File: config.mk
export PLATFORM = sky130hd
export DESIGN_NAME = burst_addr_seq
export DESIGN_NICKNAME = d
export VERILOG_FILES = /design/src/rtl/bas_pkg.sv /design/src/rtl/bas_base_reg.sv /design/src/rtl/bas_beat_counter.sv /design/src/rtl/bas_offset_map.sv /design/src/rtl/burst_addr_seq.sv
export SDC_FILE = /design/constraint.sdc
export NUM_CORES = 1
export LEC_CHECK = 0
export ABC_AREA = 1
export BUFFER_PORTS_ARGS = -buffer_cell sky130_fd_sc_hd__clkbuf_2
export CAP_MARGIN = 20
export CORE_ASPECT_RATIO = 0.9
export CORE_MARGIN = 2
export CORE_UTILIZATION = 45
export CTS_BUF_LIST = sky130_fd_sc_hd__clkbuf_8
export DETAILED_ROUTE_END_ITERATION = 6
export PLACE_DENSITY = 0.78
export SYNTH_ARGS = -nofsm -noshare
export SYNTH_HDL_FRONTEND = slang
export SYNTH_SLANG_ARGS = --single-unit
File: constraint.sdc
create_clock -name clk -period 1.2 [get_ports clk]
set_input_delay 0.18 -clock clk [delete_from_list [all_inputs] [get_ports clk]]
set_output_delay 0.18 -clock clk [all_outputs]
set_load 0.05 [all_outputs]
File: src/rtl/bas_pkg.sv
// Package: shared types for the burst address sequencer.
// Assumes a four-beat burst, which is fixed by the two-bit beat counter.
package bas_pkg;
    localparam int BEAT_W = 2;
    typedef logic [BEAT_W-1:0] beat_t;
    typedef enum logic {
        ORD_LINEAR     = 1'b0,
        ORD_INTERLEAVE = 1'b1
    } burst_order_e;
endpackage

File: src/rtl/bas_base_reg.sv
// Module: bas_base_reg
// Holds the start address of the current burst and the registered order select.
// Assumes the load qualifier is already decoded from the strobes.
module bas_base_reg
    import bas_pkg::*;
#(
    parameter int AW = 20
) (
    input  logic          clk,
    input  logic          rst_n,
    input  logic          load,
    input  logic [AW-1:0] addr_in,
    input  logic          order_in,
    output logic [AW-1:0] base_q,
    output burst_order_e  order_q
);
    // Capture the start address on a load; otherwise keep it.
    always_ff @(posedge clk) begin
        if (!rst_n)
            base_q <= '0;
        else if (load)
            base_q <= addr_in;
    end

    // Register the order select on every edge.
    always_ff @(posedge clk) begin
        if (!rst_n)
            order_q <= ORD_LINEAR;
        else
            order_q <= burst_order_e'(order_in);
    end

    AST_BASE_CAPTURE: assert property (@(posedge clk) disable iff (!rst_n)
        $past(rst_n) && $past(load) |-> base_q == $past(addr_in));
    AST_BASE_HOLD: assert property (@(posedge clk) disable iff (!rst_n)
        $past(rst_n) && !$past(load) |-> $stable(base_q));
endmodule

File: src/rtl/bas_beat_counter.sv
// Module: bas_beat_counter
// The burst beat counter. A load clears it and a step advances it, wrapping modulo 4.
// Assumes that when load and step arrive together, the load wins.
module bas_beat_counter
    import bas_pkg::*;
(
    input  logic  clk,
    input  logic  rst_n,
    input  logic  load,
    input  logic  step,
    output beat_t beat_q
);
    // Clear on load, increment on step, otherwise hold.
    always_ff @(posedge clk) begin
        if (!rst_n)
            beat_q <= '0;
        else if (load)
            beat_q <= '0;
        else if (step)
            beat_q <= beat_q + beat_t'(1);
    end

    AST_LOAD_CLEARS_BEAT: assert property (@(posedge clk) disable iff (!rst_n)
        $past(rst_n) && $past(load) |-> beat_q == '0);
    AST_STEP_INCREMENTS: assert property (@(posedge clk) disable iff (!rst_n)
        $past(rst_n) && $past(step && !load) |-> beat_q == beat_t'($past(beat_q) + 1));
    AST_IDLE_HOLDS: assert property (@(posedge clk) disable iff (!rst_n)
        $past(rst_n) && $past(!step && !load) |-> $stable(beat_q));
endmodule

File: src/rtl/bas_offset_map.sv
// Module: bas_offset_map
// Combinational mapping from the loaded offset and the beat to the word offset.
// Both orders are built and the registered order select picks one of them.
module bas_offset_map
    import bas_pkg::*;
(
    input  beat_t        start_off,
    input  beat_t        beat,
    input  burst_order_e order,
    output beat_t        word_off
);
    beat_t lin_off;
    beat_t ilv_off;

    // Linear order: add modulo the burst length.
    always_comb lin_off = start_off + beat;

    // Interleaved order: one XOR per offset bit.
    for (genvar i = 0; i < BEAT_W; i++) begin : g_ilv
        assign ilv_off[i] = start_off[i] ^ beat[i];
    end

    // Select the ordering that is currently registered.
    always_comb word_off = (order == ORD_INTERLEAVE) ? ilv_off : lin_off;
endmodule

File: src/rtl/burst_addr_seq.sv
// Module: burst_addr_seq (top)
// Burst address sequencer. Two active-low strobes load a start address and an
// active-low advance walks a four-beat burst in linear or interleaved order.
// Assumes AW >= 3. The upper address bits stay fixed for the whole burst.
module burst_addr_seq
    import bas_pkg::*;
#(
    parameter int AW = 20
) (
    input  logic          clk,
    input  logic          rst_n,
    input  logic          cpu_load_n,
    input  logic          cache_load_n,
    input  logic          step_n,
    input  logic          order_sel,
    input  logic [AW-1:0] addr_in,
    output logic [AW-1:0] addr_out,
    output logic [1:0]    beat
);
    localparam int UP_W = AW - BEAT_W;

    logic          load;
    logic          step;
    logic [AW-1:0] base_q;
    burst_order_e  order_q;
    beat_t         beat_q;
    beat_t         word_off;

    // Decode the strobes: either one low requests a load.
    always_comb load = !cpu_load_n || !cache_load_n;
    // Decode the advance request.
    always_comb step = !step_n;

    bas_base_reg #(.AW(AW)) u_base (
        .clk      (clk),
        .rst_n    (rst_n),
        .load     (load),
        .addr_in  (addr_in),
        .order_in (order_sel),
        .base_q   (base_q),
        .order_q  (order_q)
    );

    bas_beat_counter u_cnt (
        .clk    (clk),
        .rst_n  (rst_n),
        .load   (load),
        .step   (step),
        .beat_q (beat_q)
    );

    bas_offset_map u_map (
        .start_off (base_q[BEAT_W-1:0]),
        .beat      (beat_q),
        .order     (order_q),
        .word_off  (word_off)
    );

    // Assemble the output address: fixed upper bits, mapped low bits.
    always_comb addr_out = {base_q[AW-1:BEAT_W], word_off};
    // Report the beat position.
    always_comb beat = beat_q;

    AST_UPPER_FIXED: assert property (@(posedge clk) disable iff (!rst_n)
        $past(rst_n) && !$past(load) |-> addr_out[AW-1:BEAT_W] == $past(addr_out[AW-1:BEAT_W]));
    AST_LOAD_PASSES_ADDR: assert property (@(posedge clk) disable iff (!rst_n)
        $past(rst_n) && $past(load) |-> addr_out == $past(addr_in));
    AST_LINEAR_STEP: assert property (@(posedge clk) disable iff (!rst_n)
        $past(rst_n) && $past(step && !load) && order_q == ORD_LINEAR && $past(order_q) == ORD_LINEAR
        |-> addr_out[1:0] == beat_t'($past(addr_out[1:0]) + 1));
    AST_ILV_STEP: assert property (@(posedge clk) disable iff (!rst_n)
        $past(rst_n) && $past(step && !load) && order_q == ORD_INTERLEAVE && $past(order_q) == ORD_INTERLEAVE
        |-> (addr_out[1:0] ^ $past(addr_out[1:0])) == (beat_q ^ $past(beat_q)));
    AST_ORDER_KEEPS_BEAT: assert property (@(posedge clk) disable iff (!rst_n)
        $past(rst_n) && $past(!step && !load) && order_q != $past(order_q) |-> $stable(beat_q));

    initial begin
        AST_AW_MIN: assert (UP_W >= 1);
    end
endmodule

==> results by group, run 1 <==
Worst hold path
  • Hold Path Class: input port to flop
  • Startpoint of the most critical hold path: order_sel

STA
  • Number of hold violations in the final report: 0
  • Setup violation total in the final timing report: 2
  • Unrepaired setup endpoints after global routing: yes
  • Period Utilization, post-route: 1.206
  • Final period demand of the worst path: 1.447 ns
  • Setup clock skew after layout: between 0.0006 and 0.0007 ns
  • Slack of the critical path: -0.2469 ns
  • Worst-Margin Slew: 0.3543 ns
  • Max-Slew Margin vs Limit: 0.7638
  • Maximum operating frequency: slightly below 0.7 GHz
  • Max-slew violations: 0

Yosys
  • Synthesized instance count: 136
  • Area of the mapped netlist: 1013 sq um
  • Library cells used by synthesis: 13
  • Syn Area/Cell: approximately 7.5 sq um
  • Post-synth top area cell: sky130_fd_sc_hd__dfxtp_1
  • Yosys synthesis warning count: 0
  • Number of register bits inferred by synthesis: 23
  • Proportion of synthesized chip area in sequential cells: 0.4543
  • Post-synth net total: 163
  • Leading cell types by total area after synthesis: sky130_fd_sc_hd__dfxtp_1, sky130_fd_sc_hd__nor2_1, sky130_fd_sc_hd__buf_4, sky130_fd_sc_hd__o21ai_0, sky130_fd_sc_hd__nand2_1
  • Area fraction of the dominant cell type after synthesis: 0.4543

Run status
  • Failing checks: negative setup slack
  • Outcome: finished, violations left

Clocking
  • Clock latency on the worst-skew pair: around 0.26 ns
  • Root Buffer: sky130_fd_sc_hd__clkbuf_8
  • Gates resized, CTS repair: 7
  • Clock-pin slew on the worst setup and hold paths: 0.08 ns
  • Clock buffer depth: 2
  • Inserted Clock Buffers: 3
  • Hold bufs inserted after CTS: 0
  • Number of setup buffers added after CTS: 0
  • CTS HTree Levels: 1
  • Clock Sink Count: 23
  • CTS tree: done

Place
  • Number of I/O port buffers: 47
  • Pre-CTS setup slack: -0.04744 ns
  • Final estimated routing congestion in global placement: approximately 0.63
  • Total half-perimeter wirelength after legalization and detailed placement: roughly 1500 um

Critical path
  • Required arrival time at the worst endpoint: 1.02 ns
  • Cell at the slowest stage of the critical path: sky130_fd_sc_hd__dfxtp_4
  • Crit path cell chain: ha_4 -> inv_2 -> nor2_1 -> nand3_1 -> nand2_2 -> clkinvlp_4 -> buf_8
  • Category of the critical setup timing path: flop to output port
  • Count of buffer and inverter cells on the critical path: 3
  • Maximum fanout count along the critical path: 2
  • Crit path arrival time: about 1.3 ns
  • Dominant delay contributor by cell family on the critical path: flip-flops
  • Reg-to-reg critical path startpoint: u_cnt.beat_q[0]$_SDFFE_PP0N_
  • Startpoint class of the critical path: flop
  • First element of the critical path: u_cnt.beat_q[0]$_SDFFE_PP0N_
  • Delay of the slowest cell on the worst path: roughly 0.36 ns
  • Critical Path End Type: output port

Finish
  • Number of inserted diodes: 0
  • Final net count: 193
  • Signed area change from the synthesized netlist to the final layout: 20.37%
  • Filler Cell Count: roughly 230
  • Most frequent cells in the layout: sky130_fd_sc_hd__nor2_1, sky130_fd_sc_hd__clkbuf_2, sky130_fd_sc_hd__o21ai_0
  • Fraction of layout instances using a drive strength above 1: 0.3697
  • Final core utilization: 0.5642

GRT
  • Overall track demand over capacity in global routing: 0.1663
  • Via count of the first global-routing pass: 794
  • Largest net degree at the start of global routing: 23
  • GR Util met2: 0.2561
  • Met1 Resource Use GR: 0.2239
  • Met3 demand-to-capacity share in global routing: 0.06442
  • Total congestion overflow: 0
  • Most Crowded Layer GR: met2
  • Wire length of the first global-routing pass: roughly 3300 um
  • Antenna violations before repair: 0

Power
  • Power density over cell area: 1396 nW/um^2
  • Static Leak: about 0.6 nW
  • Max rail drop VDD: 1.103 mV

Drt
  • Avg WL per Cell: 10.53 um
  • Number of iterations in the first detailed-routing pass: 4
  • Final ANT Viol Nets: 0
  • Average vias per placed instance: 4.552
  • Initial DRC Count: 8
  • Number of design rule violations left after detail routing: 0
  • Vias after detailed routing: 874
  • Routed wire length: 2021 um

Floorplanning
  • Die boundary width: between 50 and 60 um
  • Die Height: 49.02 um
  • Effective utilization at floorplan: 0.4687
  • Io pins: between 40 and 50
  • Count of standard-cell rows: 16
  • Standard cell core area: 2162 sq um
  • Die area: approximately 2600 sq um

Flow run
  • Number of max-capacitance violations reported: 0
## layer usage
metal / up-vias / share of wire / wire length, um
li1: 459 / - / -
met1: 389 / 0.46 / 933
met2: 26 / 0.47 / 949
met3: 0 / 0.068 / 137
met4: 0 / 0 / 0
met5: - / 0 / 0
## tightest hold or removal path: cells and delay by family
family,cells,cell delay (ns)
simple gates,1,0.04
buf+inv,2,0.12
## stage by stage
step                area [sq um]  cells  setup TNS, ns  power, mW  hold slack, ns
global route                1220    192        -0.3302      1.783          0.1062
floorplan                   1035    136       -0.07320      1.202          0.2776
global placement            1141    188       -0.01872      1.231          0.3674
CTS                         1219    192        -0.2767      1.717         0.09689
finish                      1220    192        -0.2588      1.703         0.09850
detailed placement          1141    188       -0.04744      1.240          0.3716
## cell families (layout without fill, tap and decap cells)
| family | count (synthesis) | after routing | share of synthesized area |
|---|---|---|---|
| buffers and inverters | 33 | 62 | 0.2086 |
| AOI/OAI and AO/OA | 21 | 21 | 0.1037 |
| DFF | 23 | 23 | 0.4543 |
| adders and majority gates | 1 | 1 | 0.01234 |
| and+or+nand+nor | 58 | 58 | 0.2210 |
## final timing paths
| check | slack [ns] | cells past startpoint | endpoint |
|---|---|---|---|
| max | -0.25 | 7 | addr_out[1] |
| min | 0.1 | 3 | u_base.order_q$_SDFF_PN0_ |
| max reg2reg | 0.29 | 6 | u_cnt.beat_q[1]$_SDFFE_PP0N_ |
| min reg2reg | 0.51 | 2 | u_base.base_q[7]$_SDFFE_PN0P_ |
## sequential cells by signal, summed over array words and instances (netlist names)
register,flops
u_base.base_q,20
u_base.order_q,1
u_cnt.beat_q,2
## layout make-up
cell class	instances	area (sq um)	share of cell area
repair buffers	49	280.3	0.2297
multi-input cells	80	356.6	0.2923
inverters	9	37.54	0.03077
clock buffers	3	41.29	0.03385
well taps	27	33.78	0.02769
clock inverters	1	3.754	0.003077
flip-flops and latches	23	466.7	0.3826
## synthesized netlist by cell type
cell and n:
sky130_fd_sc_hd__buf_6 2, sky130_fd_sc_hd__buf_2 4, sky130_fd_sc_hd__buf_4 18, sky130_fd_sc_hd__nand3_1 2
sky130_fd_sc_hd__nand2_1 10, sky130_fd_sc_hd__nor2_1 44, sky130_fd_sc_hd__inv_1 8, sky130_fd_sc_hd__ha_1 1
sky130_fd_sc_hd__inv_2 1, sky130_fd_sc_hd__nor3_1 1, sky130_fd_sc_hd__dfxtp_1 23, sky130_fd_sc_hd__nand2_2 1
sky130_fd_sc_hd__o21ai_0 21
## where the power goes
part | switching, mW | total, mW | internal (mW) | leakage, nW
registers | 0.0266 | 0.840 | 0.814 | 0.193
clock network | 0.231 | 0.459 | 0.228 | 0.0269
logic | 0.282 | 0.403 | 0.121 | 0.394
total | 0.540 | 1.70 | 1.16 | 0.614
Note: power is estimated with default switching activity, not from simulation.
==> inputs of run 2 (changes only) <==
--- a/config.mk
+++ b/config.mk
@@ -5,7 +5,6 @@
 export SDC_FILE = /design/constraint.sdc
 export NUM_CORES = 1
 export LEC_CHECK = 0
-export ABC_AREA = 1
 export BUFFER_PORTS_ARGS = -buffer_cell sky130_fd_sc_hd__clkbuf_2
 export CAP_MARGIN = 20
 export CORE_ASPECT_RATIO = 0.9
@@ -13,7 +12,7 @@
 export CORE_UTILIZATION = 45
 export CTS_BUF_LIST = sky130_fd_sc_hd__clkbuf_8
 export DETAILED_ROUTE_END_ITERATION = 6
-export PLACE_DENSITY = 0.78
+export PLACE_DENSITY = 0.76
 export SYNTH_ARGS = -nofsm -noshare
 export SYNTH_HDL_FRONTEND = slang
 export SYNTH_SLANG_ARGS = --single-unit
==> run 2 against run 1 <==
Compared with the run above: the run still ends with negative setup slack left; global-route usage fell by 0.70 points; die area rose by 8.0%; critical path depth fell by 3; clock-buffer cell count did not move; sequential power fell by 1%; combinational power fell by 2%; final cell count fell by 7.8%; routed wire length fell by 1.7%; largest cell class is now multi-input combinational cells; largest power group unchanged; highest routed layer unchanged.
==> results by group, run 2 <==
Run status
  • Outcome: finished, violations left (unchanged)
  • Failing checks: negative setup slack (unchanged)

Drt
  • Number of design rule violations left after detail routing: 0 (unchanged)
  • Vias after detailed routing: 819 (was 874)
  • Initial DRC Count: 8 (unchanged)
  • Routed wire length: 1987 um (was 2021 um)
  • Final ANT Viol Nets: 0 (unchanged)
  • Avg WL per Cell: 11.23 um (was 10.53 um)
  • Average vias per placed instance: 4.627 (was 4.552)
  • Number of iterations in the first detailed-routing pass: 4 (unchanged)

GRT
  • Wire length of the first global-routing pass: 3491 um (was 3284 um)
  • Via count of the first global-routing pass: 804 (was 794)
  • GR Util met2: 0.2922 (was 0.2561)
  • Antenna violations before repair: 0 (unchanged)
  • Most Crowded Layer GR: met2 (unchanged)
  • Met3 demand-to-capacity share in global routing: 0.05316 (was 0.06442)
  • Largest net degree at the start of global routing: 23 (unchanged)
  • Met1 Resource Use GR: 0.1798 (was 0.2239)
  • Overall track demand over capacity in global routing: 0.1592 (was 0.1663)
  • Total congestion overflow: 0 (unchanged)

Yosys
  • Yosys synthesis warning count: 0 (unchanged)
  • Most frequent cells after synthesis: sky130_fd_sc_hd__nand2_1, sky130_fd_sc_hd__dfxtp_1, sky130_fd_sc_hd__a21boi_2, sky130_fd_sc_hd__buf_4, sky130_fd_sc_hd__xnor2_1 (was sky130_fd_sc_hd__nor2_1, sky130_fd_sc_hd__dfxtp_1, sky130_fd_sc_hd__o21ai_0, sky130_fd_sc_hd__buf_4, sky130_fd_sc_hd__nand2_1)
  • Library cells used by synthesis: 15 (was 13)
  • Post-synth net total: 147 (was 163)
  • Leading cell types by total area after synthesis: sky130_fd_sc_hd__dfxtp_1, sky130_fd_sc_hd__a21boi_2, sky130_fd_sc_hd__nand2_1, sky130_fd_sc_hd__buf_4, sky130_fd_sc_hd__xnor2_1 (was sky130_fd_sc_hd__dfxtp_1, sky130_fd_sc_hd__nor2_1, sky130_fd_sc_hd__buf_4, sky130_fd_sc_hd__o21ai_0, sky130_fd_sc_hd__nand2_1)
  • Area of the mapped netlist: 1101 sq um (was 1013 sq um)
  • Area fraction of the dominant cell type after synthesis: 0.4182 (was 0.4543)
  • Proportion of synthesized chip area in sequential cells: 0.4182 (was 0.4543)
  • Most frequent cell after synthesis: sky130_fd_sc_hd__nand2_1 (was sky130_fd_sc_hd__nor2_1)
  • Asr flop ratio synth: 0 (unchanged)
  • Number of enable flip-flop cells after synthesis: 0 (unchanged)
  • Number of register bits inferred by synthesis: 23 (unchanged)
  • Primary FF master, synth: sky130_fd_sc_hd__dfxtp_1 (unchanged)
  • Synthesized instance count: 120 (was 136)
  • Post-synth top area cell: sky130_fd_sc_hd__dfxtp_1 (unchanged)
  • Syn Area/Cell: 9.175 sq um (was 7.452 sq um)

Clocking
  • Clock Sink Count: 23 (unchanged)
  • Clock latency on the worst-skew pair: 0.26 ns (about the same)
  • Clock buffer depth: 2 (unchanged)
  • CTS HTree Levels: 1 (unchanged)
  • Clock-pin slew on the worst setup and hold paths: 0.08 ns (about the same)
  • CTS tree: done (unchanged)
  • Inserted Clock Buffers: 3 (unchanged)
  • Root Buffer: sky130_fd_sc_hd__clkbuf_8 (unchanged)
  • Hold bufs inserted after CTS: 0 (unchanged)

Place
  • Total half-perimeter wirelength after legalization and detailed placement: 1509 um (was 1474 um)
  • Number of I/O port buffers: 47 (unchanged)
  • Pre-CTS setup slack: -0.09138 ns (was -0.04744 ns)
  • Number of instances in the placed design: 174 (was 188)
  • Final estimated routing congestion in global placement: 0.7016 (was 0.6277)

Critical path
  • Category of the critical setup timing path: flop to output port (unchanged)
  • Critical Path End Type: output port (unchanged)
  • Crit path arrival time: 1.21 ns (was 1.27 ns)
  • Reg-to-reg critical path startpoint: u_cnt.beat_q[0]$_SDFFE_PP0N_ (unchanged)
  • Required arrival time at the worst endpoint: 1.02 ns (about the same)
  • Startpoint class of the critical path: flop (unchanged)
  • First element of the critical path: u_cnt.beat_q[0]$_SDFFE_PP0N_ (unchanged)
  • Maximum fanout count along the critical path: 2 (unchanged)

STA
  • Max-Slew Margin vs Limit: 0.7730 (was 0.7638)
  • Setup violation total in the final timing report: 2 (unchanged)
  • Max-slew violations: 0 (unchanged)
  • Period Utilization, post-route: 1.162 (was 1.206)
  • Maximum operating frequency: 0.7170 GHz (was 0.6911 GHz)
  • Worst Hold Margin: 0.1263 ns (was 0.09850 ns)
  • Number of hold violations in the final report: 0 (unchanged)
  • Worst-Margin Slew: 0.3405 ns (was 0.3543 ns)
  • Slack of the critical path: -0.1946 ns (was -0.2469 ns)
  • Setup clock skew after layout: 0.00009473 ns (was 0.0006394 ns)
  • Unrepaired setup endpoints after global routing: yes (unchanged)
  • Final period demand of the worst path: 1.395 ns (was 1.447 ns)

Finish
  • Fraction of layout instances using a drive strength above 1: 0.5400 (was 0.3697)
  • Final net count: 178 (was 193)
  • Largest registers: u_base.base_q (20), u_cnt.beat_q (2), u_base.order_q (1) (unchanged)
  • Most frequent cells in the layout: sky130_fd_sc_hd__clkbuf_2, sky130_fd_sc_hd__nand2_1, sky130_fd_sc_hd__a21boi_2, sky130_fd_sc_hd__dfxtp_1 (was sky130_fd_sc_hd__nor2_1, sky130_fd_sc_hd__clkbuf_2, sky130_fd_sc_hd__o21ai_0)
  • Most frequent standard cell in the layout excluding fill and tap cells: sky130_fd_sc_hd__clkbuf_2
  • Post-Layout Cell Count: 177 (was 192)
  • Number of inserted diodes: 0 (unchanged)
  • Filler Cell Count: 199 (was 227)
  • Signed area change from the synthesized netlist to the final layout: 22.61% (was 20.37%)
  • Max reg flops: 20 (unchanged)
  • Register with the most flip-flops: u_base.base_q (unchanged)
  • Final core utilization: 0.6021 (was 0.5642)

Floorplanning
  • Standard cell core area: 2242 sq um (was 2162 sq um)
  • Count of standard-cell rows: 16 (unchanged)
  • Effective utilization at floorplan: 0.4911 (was 0.4687)
  • Die Height: 50.93 um (was 49.02 um)
  • Die boundary width: 56.14 um (was 54.03 um)
  • Io pins: 48 (unchanged)
  • Die area: 2859 sq um (was 2648 sq um)

Worst hold path
  • Startpoint of the most critical hold path: order_sel (unchanged)
  • Hold Path Class: input port to flop (unchanged)

Power
  • Comb pwr share: 0.233 (was 0.237)
  • Static Leak: 0.6319 nW (was 0.6142 nW)
  • Net load switching power: 513.1 uW (was 539.8 uW)
  • Switching part of the total: 0.3044 (was 0.3171)
  • Register share of total power: 0.492 (was 0.493)
  • Internal power of the cells: 1.172 mW (was 1.163 mW)
  • Power density over cell area: 1249 nW/um^2 (was 1396 nW/um^2)
  • Max rail drop VDD: 0.9458 mV (was 1.103 mV)
  • Clock power share: 0.276 (was 0.270)

Flow run
  • Number of max-capacitance violations reported: 0 (unchanged)
==> run 2: routing by layer <==
| metal | vias up | share of wire |
|---|---|---|
| li1 | 421 | - |
| met1 | 372 | 0.42 |
| met2 | 26 | 0.51 |
| met3 | 0 | 0.068 |
| met4 | 0 | 0 |
| met5 | - | 0 |
==> run 2: final timing paths <==
kind / depth (start not counted) / slack (ns) / to
hold / removal: 2 / 0.13 / u_base.order_q$_SDFF_PN0_
setup reg to reg: 4 / 0.22 / u_cnt.beat_q[1]$_SDFFE_PP0N_
hold reg to reg: 2 / 0.46 / u_base.base_q[4]$_SDFFE_PN0P_
setup / recovery: 4 / -0.19 / addr_out[1]
==> run 2: area by class of cell <==
cell class | instances | area [sq um] | share of cell area
Multi-Input combinational cell | 73 | 511.7 | 0.3791
Clock inverter | 1 | 3.754 | 0.002780
Sequential cell | 23 | 469.2 | 0.3475
Clock buffer | 3 | 41.29 | 0.03058
Timing Repair Buffer | 50 | 290.3 | 0.2150
Tap cell | 27 | 33.78 | 0.02502
==> run 2: logic make-up after synthesis <==
| logic type | synth area share |
|---|---|
| adders and majority gates | 0.01136 |
| DFF | 0.4182 |
| xor gates and xnor gates | 0.02387 |
| buffers and inverters | 0.1591 |
| and+or+nand+nor | 0.1830 |
| AOI/OAI and AO/OA | 0.2045 |
==> run 2: worst max-delay path, cell delays in order, from the launching register on <==
cell	delay [ns]
sky130_fd_sc_hd__dfxtp_4	0.36
sky130_fd_sc_hd__ha_4	0.12
sky130_fd_sc_hd__nor2b_4	0.18
sky130_fd_sc_hd__xnor2_4	0.13
sky130_fd_sc_hd__buf_8	0.16
==> run 2: power by group through the flow <==
stage                     Combinational [mW]  Sequential (mW)  Clock, mW
after global routing                   0.419            0.836      0.522
after global placement                 0.371            0.844          0
after detailed placement               0.380            0.846          0
after floorplan                        0.338            0.845          0
after CTS                              0.396            0.830      0.481
final                                  0.393            0.829      0.464
==> run 2: metrics by stage <==
stage	area [sq um]	TNS (ns)	power (mW)
after floorplan	1147	-0.02562	1.183
after global placement	1271	-0.04660	1.215
after detailed placement	1271	-0.09138	1.226
after CTS	1346	-0.2511	1.706
after global routing	1350	-0.2886	1.777
final	1350	-0.2035	1.686
==> run 2: repair_timing <==
| item | 4_1_cts | 5_1_grt |
|---|---|---|
| setup buffers | 0 | 0 |
| pin swaps | 2 | 1 |
| gates resized for setup | 7 | 4 |
| endpoints found under the setup margin | 2 | 4 |
